$ cat src/rtl/bcw_pkg.sv
package bcw_pkg;

  localparam int FS_W   = 3;
  localparam int WORD_W = 4;
  localparam int DATA_W = 8;

  localparam logic [WORD_W-1:0] W_PAGE_SEL = 4'h7;
  localparam logic [WORD_W-1:0] W_CMD      = 4'h6;
  localparam logic [WORD_W-1:0] W_RANKS    = 4'h7;
  localparam logic [WORD_W-1:0] W_TRAIN    = 4'hC;
  localparam logic [WORD_W-1:0] W_RXEN_LO  = 4'h2;
  localparam logic [WORD_W-1:0] W_RXEN_HI  = 4'h3;

  typedef enum logic [1:0] {
    K_TRAIN = 2'd0,
    K_RANKS = 2'd1,
    K_RXEN  = 2'd2,
    K_CMD   = 2'd3
  } req_kind_e;

  typedef struct packed {
    logic [FS_W-1:0]   fs;
    logic [WORD_W-1:0] word;
    logic [DATA_W-1:0] data;
    logic              wide;
  } cw_t;

  typedef enum logic [1:0] {
    ST_IDLE = 2'd0,
    ST_SEL  = 2'd1,
    ST_TGT  = 2'd2,
    ST_RST  = 2'd3
  } seq_state_e;

endpackage

$ cat src/rtl/bcw_req_decode.sv
module bcw_req_decode
  import bcw_pkg::*;
#(
  parameter int RANK_W    = 3,
  parameter int NUM_RANKS = 4,
  parameter int MAX_DELAY = 63,
  parameter int MAX_CMD   = 4,
  parameter int MAX_TRAIN = 6
) (
  input  logic [1:0]        kind,
  input  logic [DATA_W-1:0] arg,
  input  logic [RANK_W-1:0] rank,
  input  logic              upper,
  output logic              ok,
  output cw_t               tgt
);

  localparam logic [DATA_W-1:0] DLY_LIM   = DATA_W'(MAX_DELAY);
  localparam logic [DATA_W-1:0] CMD_LIM   = DATA_W'(MAX_CMD);
  localparam logic [DATA_W-1:0] TRAIN_LIM = DATA_W'(MAX_TRAIN);
  localparam logic [RANK_W-1:0] RANK_LIM  = RANK_W'(NUM_RANKS);

  logic [3:0] rank_mask;

  // Absent ranks are flagged from the top bit downwards.
  always_comb begin
    rank_mask = 4'(5'b01111 << arg[2:0]);
  end

  always_comb begin
    ok  = 1'b0;
    tgt = '0;
    unique case (req_kind_e'(kind))
      K_TRAIN: begin
        ok       = (arg <= TRAIN_LIM);
        tgt.word = W_TRAIN;
        // Codes 2 and 3 are unused, so indices from 2 upwards skip by two.
        tgt.data = (arg < 8'd2) ? arg : arg + 8'd2;
      end
      K_RANKS: begin
        ok       = (arg >= 8'd1) && (arg <= 8'd4);
        tgt.word = W_RANKS;
        tgt.data = {4'b0, rank_mask};
      end
      K_RXEN: begin
        ok       = (arg <= DLY_LIM) && (rank < RANK_LIM);
        tgt.fs   = FS_W'(rank);
        tgt.word = upper ? W_RXEN_HI : W_RXEN_LO;
        tgt.data = arg;
        tgt.wide = 1'b1;
      end
      K_CMD: begin
        ok       = (arg <= CMD_LIM);
        tgt.word = W_CMD;
        tgt.data = arg;
      end
      default: ok = 1'b0;
    endcase
  end

endmodule

$ cat src/rtl/bcw_gap_timer.sv
module bcw_gap_timer #(
  parameter int CNT_W = 5
) (
  input  logic             clk,
  input  logic             rst,
  input  logic             load,
  input  logic [CNT_W-1:0] load_val,
  output logic             zero
);

  logic [CNT_W-1:0] cnt;

  always_ff @(posedge clk) begin
    if (rst)              cnt <= '0;
    else if (load)        cnt <= load_val;
    else if (cnt != '0)   cnt <= cnt - 1'b1;
  end

  assign zero = (cnt == '0);

endmodule

$ cat src/rtl/bcw_seq.sv
module bcw_seq
  import bcw_pkg::*;
#(
  parameter int TMRD      = 8,
  parameter int TMRC      = 16,
  parameter int RANK_W    = 3,
  parameter int NUM_RANKS = 4,
  parameter int MAX_DELAY = 63
) (
  input  logic              clk,
  input  logic              rst,
  input  logic              req_valid,
  input  logic [1:0]        req_kind,
  input  logic [7:0]        req_arg,
  input  logic [RANK_W-1:0] req_rank,
  input  logic              req_upper,
  output logic              busy,
  output logic              done,
  output logic              err,
  output logic              cw_stb,
  output logic [2:0]        cw_fspace,
  output logic [3:0]        cw_word,
  output logic [7:0]        cw_data,
  output logic              cw_wide
);

  localparam int GAP_MAX = (TMRC > TMRD) ? TMRC : TMRD;
  localparam int CNT_W   = $clog2(GAP_MAX + 1);
  localparam logic [CNT_W-1:0] LD_MRD = CNT_W'(TMRD - 1);
  localparam logic [CNT_W-1:0] LD_MRC = CNT_W'(TMRC - 1);

  seq_state_e state;
  cw_t        tgt_q;
  cw_t        dec_tgt;
  logic       dec_ok;
  logic       tmr_zero, tmr_load;
  logic [CNT_W-1:0] tmr_val;
  logic       take, reject, issue_sel, issue_tgt, issue_rst, finish;

  bcw_req_decode #(
    .RANK_W   (RANK_W),
    .NUM_RANKS(NUM_RANKS),
    .MAX_DELAY(MAX_DELAY)
  ) u_dec (
    .kind (req_kind),
    .arg  (req_arg),
    .rank (req_rank),
    .upper(req_upper),
    .ok   (dec_ok),
    .tgt  (dec_tgt)
  );

  bcw_gap_timer #(.CNT_W(CNT_W)) u_gap (
    .clk     (clk),
    .rst     (rst),
    .load    (tmr_load),
    .load_val(tmr_val),
    .zero    (tmr_zero)
  );

  always_comb begin
    take      = (state == ST_IDLE) && req_valid;
    issue_sel = take && dec_ok;
    reject    = take && !dec_ok;
    issue_tgt = (state == ST_SEL) && tmr_zero;
    issue_rst = (state == ST_TGT) && tmr_zero && (tgt_q.fs != '0);
    finish    = ((state == ST_TGT) && tmr_zero && (tgt_q.fs == '0)) ||
                ((state == ST_RST) && tmr_zero);
    tmr_load  = issue_sel || issue_tgt || issue_rst;
    tmr_val   = issue_tgt ? LD_MRC : LD_MRD;
  end

  always_ff @(posedge clk) begin
    if (rst) begin
      state     <= ST_IDLE;
      tgt_q     <= '0;
      busy      <= 1'b0;
      done      <= 1'b0;
      err       <= 1'b0;
      cw_stb    <= 1'b0;
      cw_fspace <= '0;
      cw_word   <= '0;
      cw_data   <= '0;
      cw_wide   <= 1'b0;
    end else begin
      cw_stb <= 1'b0;
      done   <= 1'b0;
      err    <= 1'b0;
      if (reject) begin
        done <= 1'b1;
        err  <= 1'b1;
      end
      if (issue_sel) begin
        tgt_q     <= dec_tgt;
        busy      <= 1'b1;
        state     <= ST_SEL;
        cw_stb    <= 1'b1;
        cw_fspace <= '0;
        cw_word   <= W_PAGE_SEL;
        cw_data   <= DATA_W'(dec_tgt.fs);
        cw_wide   <= 1'b1;
      end
      if (issue_tgt) begin
        state     <= ST_TGT;
        cw_stb    <= 1'b1;
        cw_fspace <= tgt_q.fs;
        cw_word   <= tgt_q.word;
        cw_data   <= tgt_q.data;
        cw_wide   <= tgt_q.wide;
      end
      if (issue_rst) begin
        state     <= ST_RST;
        cw_stb    <= 1'b1;
        cw_fspace <= '0;
        cw_word   <= W_PAGE_SEL;
        cw_data   <= '0;
        cw_wide   <= 1'b1;
      end
      if (finish) begin
        state <= ST_IDLE;
        busy  <= 1'b0;
        done  <= 1'b1;
      end
    end
  end

  // ---------------------------------------------------------------------
  // Assertions
  // ---------------------------------------------------------------------
  localparam int SW = CNT_W + 1;
  localparam logic [SW-1:0] S_MAX = '1;
  localparam logic [SW-1:0] S_MRD = SW'(TMRD);
  localparam logic [SW-1:0] S_MRC = SW'(TMRC);

  logic [SW-1:0] since_stb;
  logic          prev_long;
  logic [7:0]    last_page;

  always_ff @(posedge clk) begin
    if (rst) begin
      since_stb <= S_MAX;
      prev_long <= 1'b0;
      last_page <= '0;
    end else begin
      if (cw_stb) since_stb <= SW'(1);
      else if (since_stb != S_MAX) since_stb <= since_stb + 1'b1;
      if (cw_stb) prev_long <= !(cw_wide && (cw_word == W_PAGE_SEL));
      if (cw_stb && cw_wide && (cw_word == W_PAGE_SEL)) last_page <= cw_data;
    end
  end

  assert_gap_R7_R8: assert property (@(posedge clk) disable iff (rst)
    cw_stb |-> (since_stb >= (prev_long ? S_MRC : S_MRD)));

  assert_page_field_R2: assert property (@(posedge clk) disable iff (rst)
    (cw_stb && cw_wide && (cw_word == W_PAGE_SEL)) |-> (cw_fspace == '0 && cw_data < 8'd8));

  assert_stb_in_busy_R11: assert property (@(posedge clk) disable iff (rst)
    cw_stb |-> busy);

  assert_done_not_busy_R11: assert property (@(posedge clk) disable iff (rst)
    done |-> !busy);

  assert_err_quiet_R10: assert property (@(posedge clk) disable iff (rst)
    err |-> (done && !cw_stb));

  assert_page_home_R9: assert property (@(posedge clk) disable iff (rst)
    (done && !err) |-> (last_page == 8'd0));

endmodule

$ cat config.mk
export PLATFORM = sky130hd
export DESIGN_NAME = bcw_seq
export DESIGN_NICKNAME = d
export VERILOG_FILES = /design/src/rtl/bcw_pkg.sv /design/src/rtl/bcw_req_decode.sv /design/src/rtl/bcw_gap_timer.sv /design/src/rtl/bcw_seq.sv
export SDC_FILE = /design/constraint.sdc
export NUM_CORES = 1
export LEC_CHECK = 0
export ABC_AREA = 1
export BUFFER_PORTS_ARGS = -buffer_cell sky130_fd_sc_hd__buf_2
export CAP_MARGIN = 20
export CORE_MARGIN = 8
export CORE_UTILIZATION = 35
export CTS_CLUSTER_DIAMETER = 30
export DETAILED_ROUTE_END_ITERATION = 16
export PLACE_DENSITY = 0.52
export SLEW_MARGIN = 15
export SYNTH_ARGS = -nofsm -noshare
export SYNTH_HDL_FRONTEND = slang
export SYNTH_HIERARCHICAL = 1
export SYNTH_SLANG_ARGS = --single-unit
$ cat constraint.sdc
create_clock -name clk -period 1.75 [get_ports clk]
set_input_delay 0.0875 -clock clk [delete_from_list [all_inputs] [get_ports clk]]
set_output_delay 0.0875 -clock clk [all_outputs]
set_load 0.02 [all_outputs]
* Word level (Yosys, flattened, before mapping)
Cells that the tools add are included.
Storage, ports and cells: logic and storage cells 82, output and inout port bits 20, input port bits 17, register bits 43
Cells by class: equality and inequality tests 6, add/sub/neg operators 2, mux-type cells 27, reduce and logical (&&, ||, !) cells 25, magnitude comparators 6, shifts and indexed selects 1
Operators by type and width (number):
- 12-bit one-hot mux with 4 select lines | 1
- 8-bit 2-to-1 mux | 3
- 8-bit by 3-bit less-or-equal comparator with 1-bit output, second input constant | 2
- 3-bit 2-to-1 mux | 4
- 4-bit 2-to-1 mux | 3
- 1-bit logical AND | 10
- 1-bit 2-to-1 mux | 10
- 5-bit 2-to-1 mux | 2
- 8-bit by 2-bit adder with 8-bit output, second input constant | 1
- 2-bit equality test, second input constant | 4
- 8-bit by 1-bit >= comparator with 1-bit output, second input constant | 1
- 8-bit by 6-bit less-or-equal comparator with 1-bit output, second input constant | 1
- 8-bit by 2-bit less-than comparator with 1-bit output, second input constant | 1
- 2-bit 2-to-1 mux | 3
- 3-bit nonzero test | 2
- 5-bit logical NOT | 1
- 5-bit nonzero test | 1
- 5-bit by 1-bit subtractor with 5-bit output, second input constant | 1
- 2-bit by 1-bit equality test with 1-bit output, second input constant | 2
- 2-bit logical NOT | 2
- 1-bit one-hot mux with 4 select lines | 1
- 2-bit nonzero test | 2
- 2-bit OR reduction | 2
- 4-bit by 3-bit << shifter with 4-bit output, first input constant | 1
- 4 further kinds | 6

* Logic depth before layout (Yosys ltp)
word-level depth 7, depth in mapped cells 16, mapped depth without buffers 15

* Cells and area by module
Netlist, hierarchy kept.
By module, submodules not included:
- bcw_seq | area each 1579.0 um2, times used 1, sequential area each 760.7 um2, cells each 199
- bcw_req_decode | area each 419.2 um2, times used 1, sequential area each 0.0 um2, cells each 87
- bcw_gap_timer | area each 290.3 um2, times used 1, sequential area each 100.1 um2, cells each 42

* Worst setup path after synthesis
No wires, ideal clock.
kind reg2reg, from reg u_gap.cnt[0], to reg u_gap.cnt[0], setup time 0.116 ns, setup slack -0.055 ns, arrival 1.689 ns, required time 1.634 ns, stages on the path, launching flop included 12, period minus slack after synthesis 1.805 ns, path buffers 1, cell sequence dfxtp_1 -> inv_1 -> ha_1 -> nand3_2 -> clkinv_2 -> nand3_2 -> buf_2 -> nand3_1 -> inv_2 -> nand4_1 -> o21ai_0 -> nor2_1
On the way: cells in the longest elaborated chain, start to end 5, elaborated cells on any way between the ends 11, those cells by class add/sub (1); mux (2); reduce/logical (8)
RTL lines:
- start: declaration | RTL line bcw_gap_timer.sv:11 | logic [CNT_W-1:0] cnt;
- start signal: assignment | RTL line bcw_gap_timer.sv:15 | else if (load) cnt <= load_val;
- start signal: assignment | RTL line bcw_gap_timer.sv:16 | else if (cnt != '0) cnt <= cnt - 1'b1;
- 5-bit logical NOT * | RTL line bcw_gap_timer.sv:19 | assign zero = (cnt == '0);
- net tmr_zero | RTL line bcw_seq.sv:36 | logic tmr_zero, tmr_load;
- 1-bit logical AND (on tied branches) | RTL line bcw_seq.sv:65, bcw_seq.sv:66
- 1-bit logical OR or 1-bit logical AND (tied branches) | RTL line bcw_seq.sv:69, bcw_seq.sv:66
- 1-bit logical OR * | RTL line bcw_seq.sv:69 | tmr_load = issue_sel || issue_tgt || issue_rst;
- net tmr_load | RTL line bcw_seq.sv:36
- 5-bit 2-to-1 mux or 2-bit nonzero test (tied branches)
The timed path passes the listed nets; every way through them passes the cells marked *. The select of a mux whose other input is x is not followed. A chain may end at the register's enable or synchronous reset.

* Worst setup path after layout
from reg u_gap.cnt[0], to reg u_gap.cnt[1]
The elaborated chain is that of the path after synthesis.

==> impl_metrics.json <==
{
  "fp.dieW_um": 96.9,
  "wl_um": 5240,
  "power_density_nw_per_um2": 833,
  "cp_max_fo": 6,
  "instances_no_fill": 449,
  "crit_type": "reg2reg",
  "cts_max_level": 2,
  "outcome": "finished clean",
  "dp_cells": 441,
  "finalWeightedCongestion": 0.825,
  "ctsHoldBuffers": 0,
  "layout_commonest_cell": "nand2_1",
  "gr-total-overflow": 0,
  "crit_chain": "inv_1 > ha_1 > nand3_2 > inv_4 > inv_2 > nor2_4 > nand2_4 > nand3_4 > inv_4 > nand4_1 > nand2_1 > a21oi_2",
  "cts_sinks": 43,
  "grt_pass1_wl_um": 9180,
  "start_util_pct": 36.0,
  "vdd_ir_drop_max_mv": 0.598,
  "syn_avg_cell_area_sq_um": 6.98,
  "arrival_ps": 1830,
  "grt_pass1_vias": 2032,
  "crit_family": "simple AND/OR/NAND/NOR gates",
  "fin_nets": 392,
  "switching_share_pct": 30.8,
  "die-area_sq_um": 9380,
  "grt_max_degree": 29,
  "start_kind": "flop",
  "layout_min_cycle_time_ps": 1600,
  "synth_seq_cells": 43,
  "io-pin-count": 37,
  "area_growth_pct": 17.4,
  "grtUsageMet3_pct": 2.77,
  "rsz0062_at_grt": "false",
  "pwr-share-seq_pct": 47.1,
  "reg2reg_setup_slack_ps": 150,
  "vias": 2089,
  "syn-instance-count": 328,
  "cap_violations": 0,
  "cpPeakStageDelay_ps": 320,
  "critPathBufInv": 4,
  "cts_buffer_depth": 2,
  "syn-cell-area_sq_um": 2290,
  "grt.busiest_layer": "met2",
  "portBuffers": 36,
  "p_sw_uw": 688,
  "p_leak_uw": 0.00124,
  "clock_latency_ps": 300,
  "ys_warn_count": 6,
  "use_met1_pct": 14.8,
  "min_period_over_period_pct": 91.2,
  "setup_viol": 0,
  "clk_pin_slew_ps": 80,
  "final_cell_mix": "98 x nand2_1, 43 x dfxtp_1, 36 x buf_2",
  "rows": 29,
  "drtIter0Drc": 67,
  "antenna_left": 0,
  "track_usage_pct": 11.4,
  "hp-class": "in2reg",
  "crit_slowest_cell": "dfxtp_1",
  "cts_root_buffer": "clkbuf_8",
  "numCtsBuffers": 5,
  "crit_path_end_kind": "flop",
  "drtPass1Iterations": 4,
  "hpwl_um": 3990,
  "crit_top_cell": "inv_4",
  "fin_skew_ps": 7.64,
  "cts_tree": "done",
  "drv_slew": 0,
  "synth.yosys.seq_area_share_pct": 37.6,
  "coreArea_sq_um": 6350,
  "post-cts-setup-buffers": 0,
  "combPwrFrac_pct": 23.6,
  "drc": 0,
  "synth.distinct_cells": 31,
  "required_ps": 1980,
  "n_antenna_cell": 0,
  "clockPowerShare_pct": 29.3,
  "hold_violations": 0,
  "die_h_um": 96.9,
  "viasPerCell": 4.65,
  "tns_ps": 0,
  "max_freq_mhz": 627,
  "p_int_uw": 1550,
  "antenna_found_initial": 0,
  "drive_gt1_share_pct": 22.8,
  "avgRoutedWirePerCell_um": 11.7,
  "grt_use_met2_pct": 17.4
}
==> registers in the layout, summed over array words and instances, names as in the netlist, 2 cells and up <==
name,flops
cw_word,4
cw_data,8
state,2
u_gap/cnt,5
tgt_q,16
cw_fspace,3
==> path summary, 6_finish.rpt <==
check	to	cells after the start	startpoint
worst max-delay path	u_gap/cnt[1]$_SDFFE_PP0P_	12	u_gap/cnt[0]$_SDFFE_PP0P_
worst max register to register	u_gap/cnt[1]$_SDFFE_PP0P_	12	u_gap/cnt[0]$_SDFFE_PP0P_
worst min register to register	busy$_SDFFE_PP0P_	2	busy$_SDFFE_PP0P_
worst min-delay path	err$_SDFF_PP0_	3	req_valid
==> power by group through the flow <==
stage | Sequential [uW] | Combinational (uW) | Clock [uW]
5_1_grt | 1060 | 603 | 725
4_1_cts | 1050 | 512 | 686
2_1_floorplan | 1080 | 376 | 0
3_3_place_gp | 1080 | 517 | 0
6_report | 1050 | 528 | 655
3_5_place_dp | 1080 | 509 | 0
==> final cells by class <==
| class | instances | area, sq um |
|---|---|---|
| multi-input cells | 233 | 1190 |
| fillers | 697 | 3660 |
| clock buffers | 7 | 86.3 |
| clock inverters | 1 | 8.76 |
| repair buffers | 47 | 288 |
| well taps | 77 | 96.3 |
| inverters | 41 | 159 |
| flip-flops and latches | 43 | 861 |
==> repair_timing <==
action / 4_1_cts / 5_1_grt
hold endpoints to repair: 0 / 0
resized for setup: 0 / 6
endpoints found under the setup margin: 0 / 4
==> cells in the mapped netlist <==
master | n | share of area (%)
inv_1 | 36 | 5.9
dfxtp_1 | 43 | 38
a21oi_1 | 29 | 6.3
buf_4 | 5 | 1.6
nor3_1 | 1 | 0.22
xor2_1 | 1 | 0.38
inv_2 | 4 | 0.66
o22ai_1 | 1 | 0.27
xnor2_1 | 1 | 0.38
buf_6 | 3 | 1.5
nor2_1 | 18 | 3.0
o21bai_1 | 2 | 0.66
nor2_2 | 4 | 1.1
clkinv_2 | 1 | 0.22
nor2_4 | 2 | 0.98
nand3_1 | 27 | 5.9
o211ai_1 | 1 | 0.33
nand2_2 | 1 | 0.27
buf_2 | 3 | 0.66
a21oi_2 | 11 | 4.2
ha_1 | 4 | 2.2
o21ai_0 | 12 | 2.6
nand3_2 | 4 | 1.7
nand4_1 | 7 | 1.9
buf_12 | 1 | 0.87
nand3b_1 | 2 | 0.66
clkbuf_1 | 1 | 0.16
nand2_1 | 98 | 16
nand2_4 | 2 | 0.98
conb_1 | 2 | 0.33
a31oi_1 | 1 | 0.27
==> routing by layer <==
metal,vias up,wire (um)
li1,1135,-
met1,915,2740
met2,33,2220
met3,6,200
met4,0,86
met5,-,0
==> tightest hold or removal path, stage by stage <==
cell and delay, ps:
buf_2 110, nand3b_1 120, nor2_1 50
==> per-stage QoR <==
stage	setup WS, ps	power [uW]	utilization, %	hold slack, ps	instance area [sq um]
3_5_place_dp	53.9	1590	40.6	430	2570
6_report	154	2240	42.3	113	2690
2_1_floorplan	6.61	1460	-	150	2300
5_1_grt	1.93	2390	42.3	132	2690
3_3_place_gp	89.1	1590	40.6	439	2570
4_1_cts	54.1	2250	42.0	107	2670
==> kinds of logic after synthesis <==
logic type | after synthesis | synth area share, %
buffers and inverters | 54 | 11.6
flip-flops | 43 | 37.6
adder cells (fa/ha/maj) | 4 | 2.19
XOR/XNOR | 2 | 0.766
AO/OA/AOI/OAI | 57 | 14.7
other | 2 | 0.328
AND/OR/NAND/NOR | 166 | 32.8
Power figures use the tool's default switching activity.
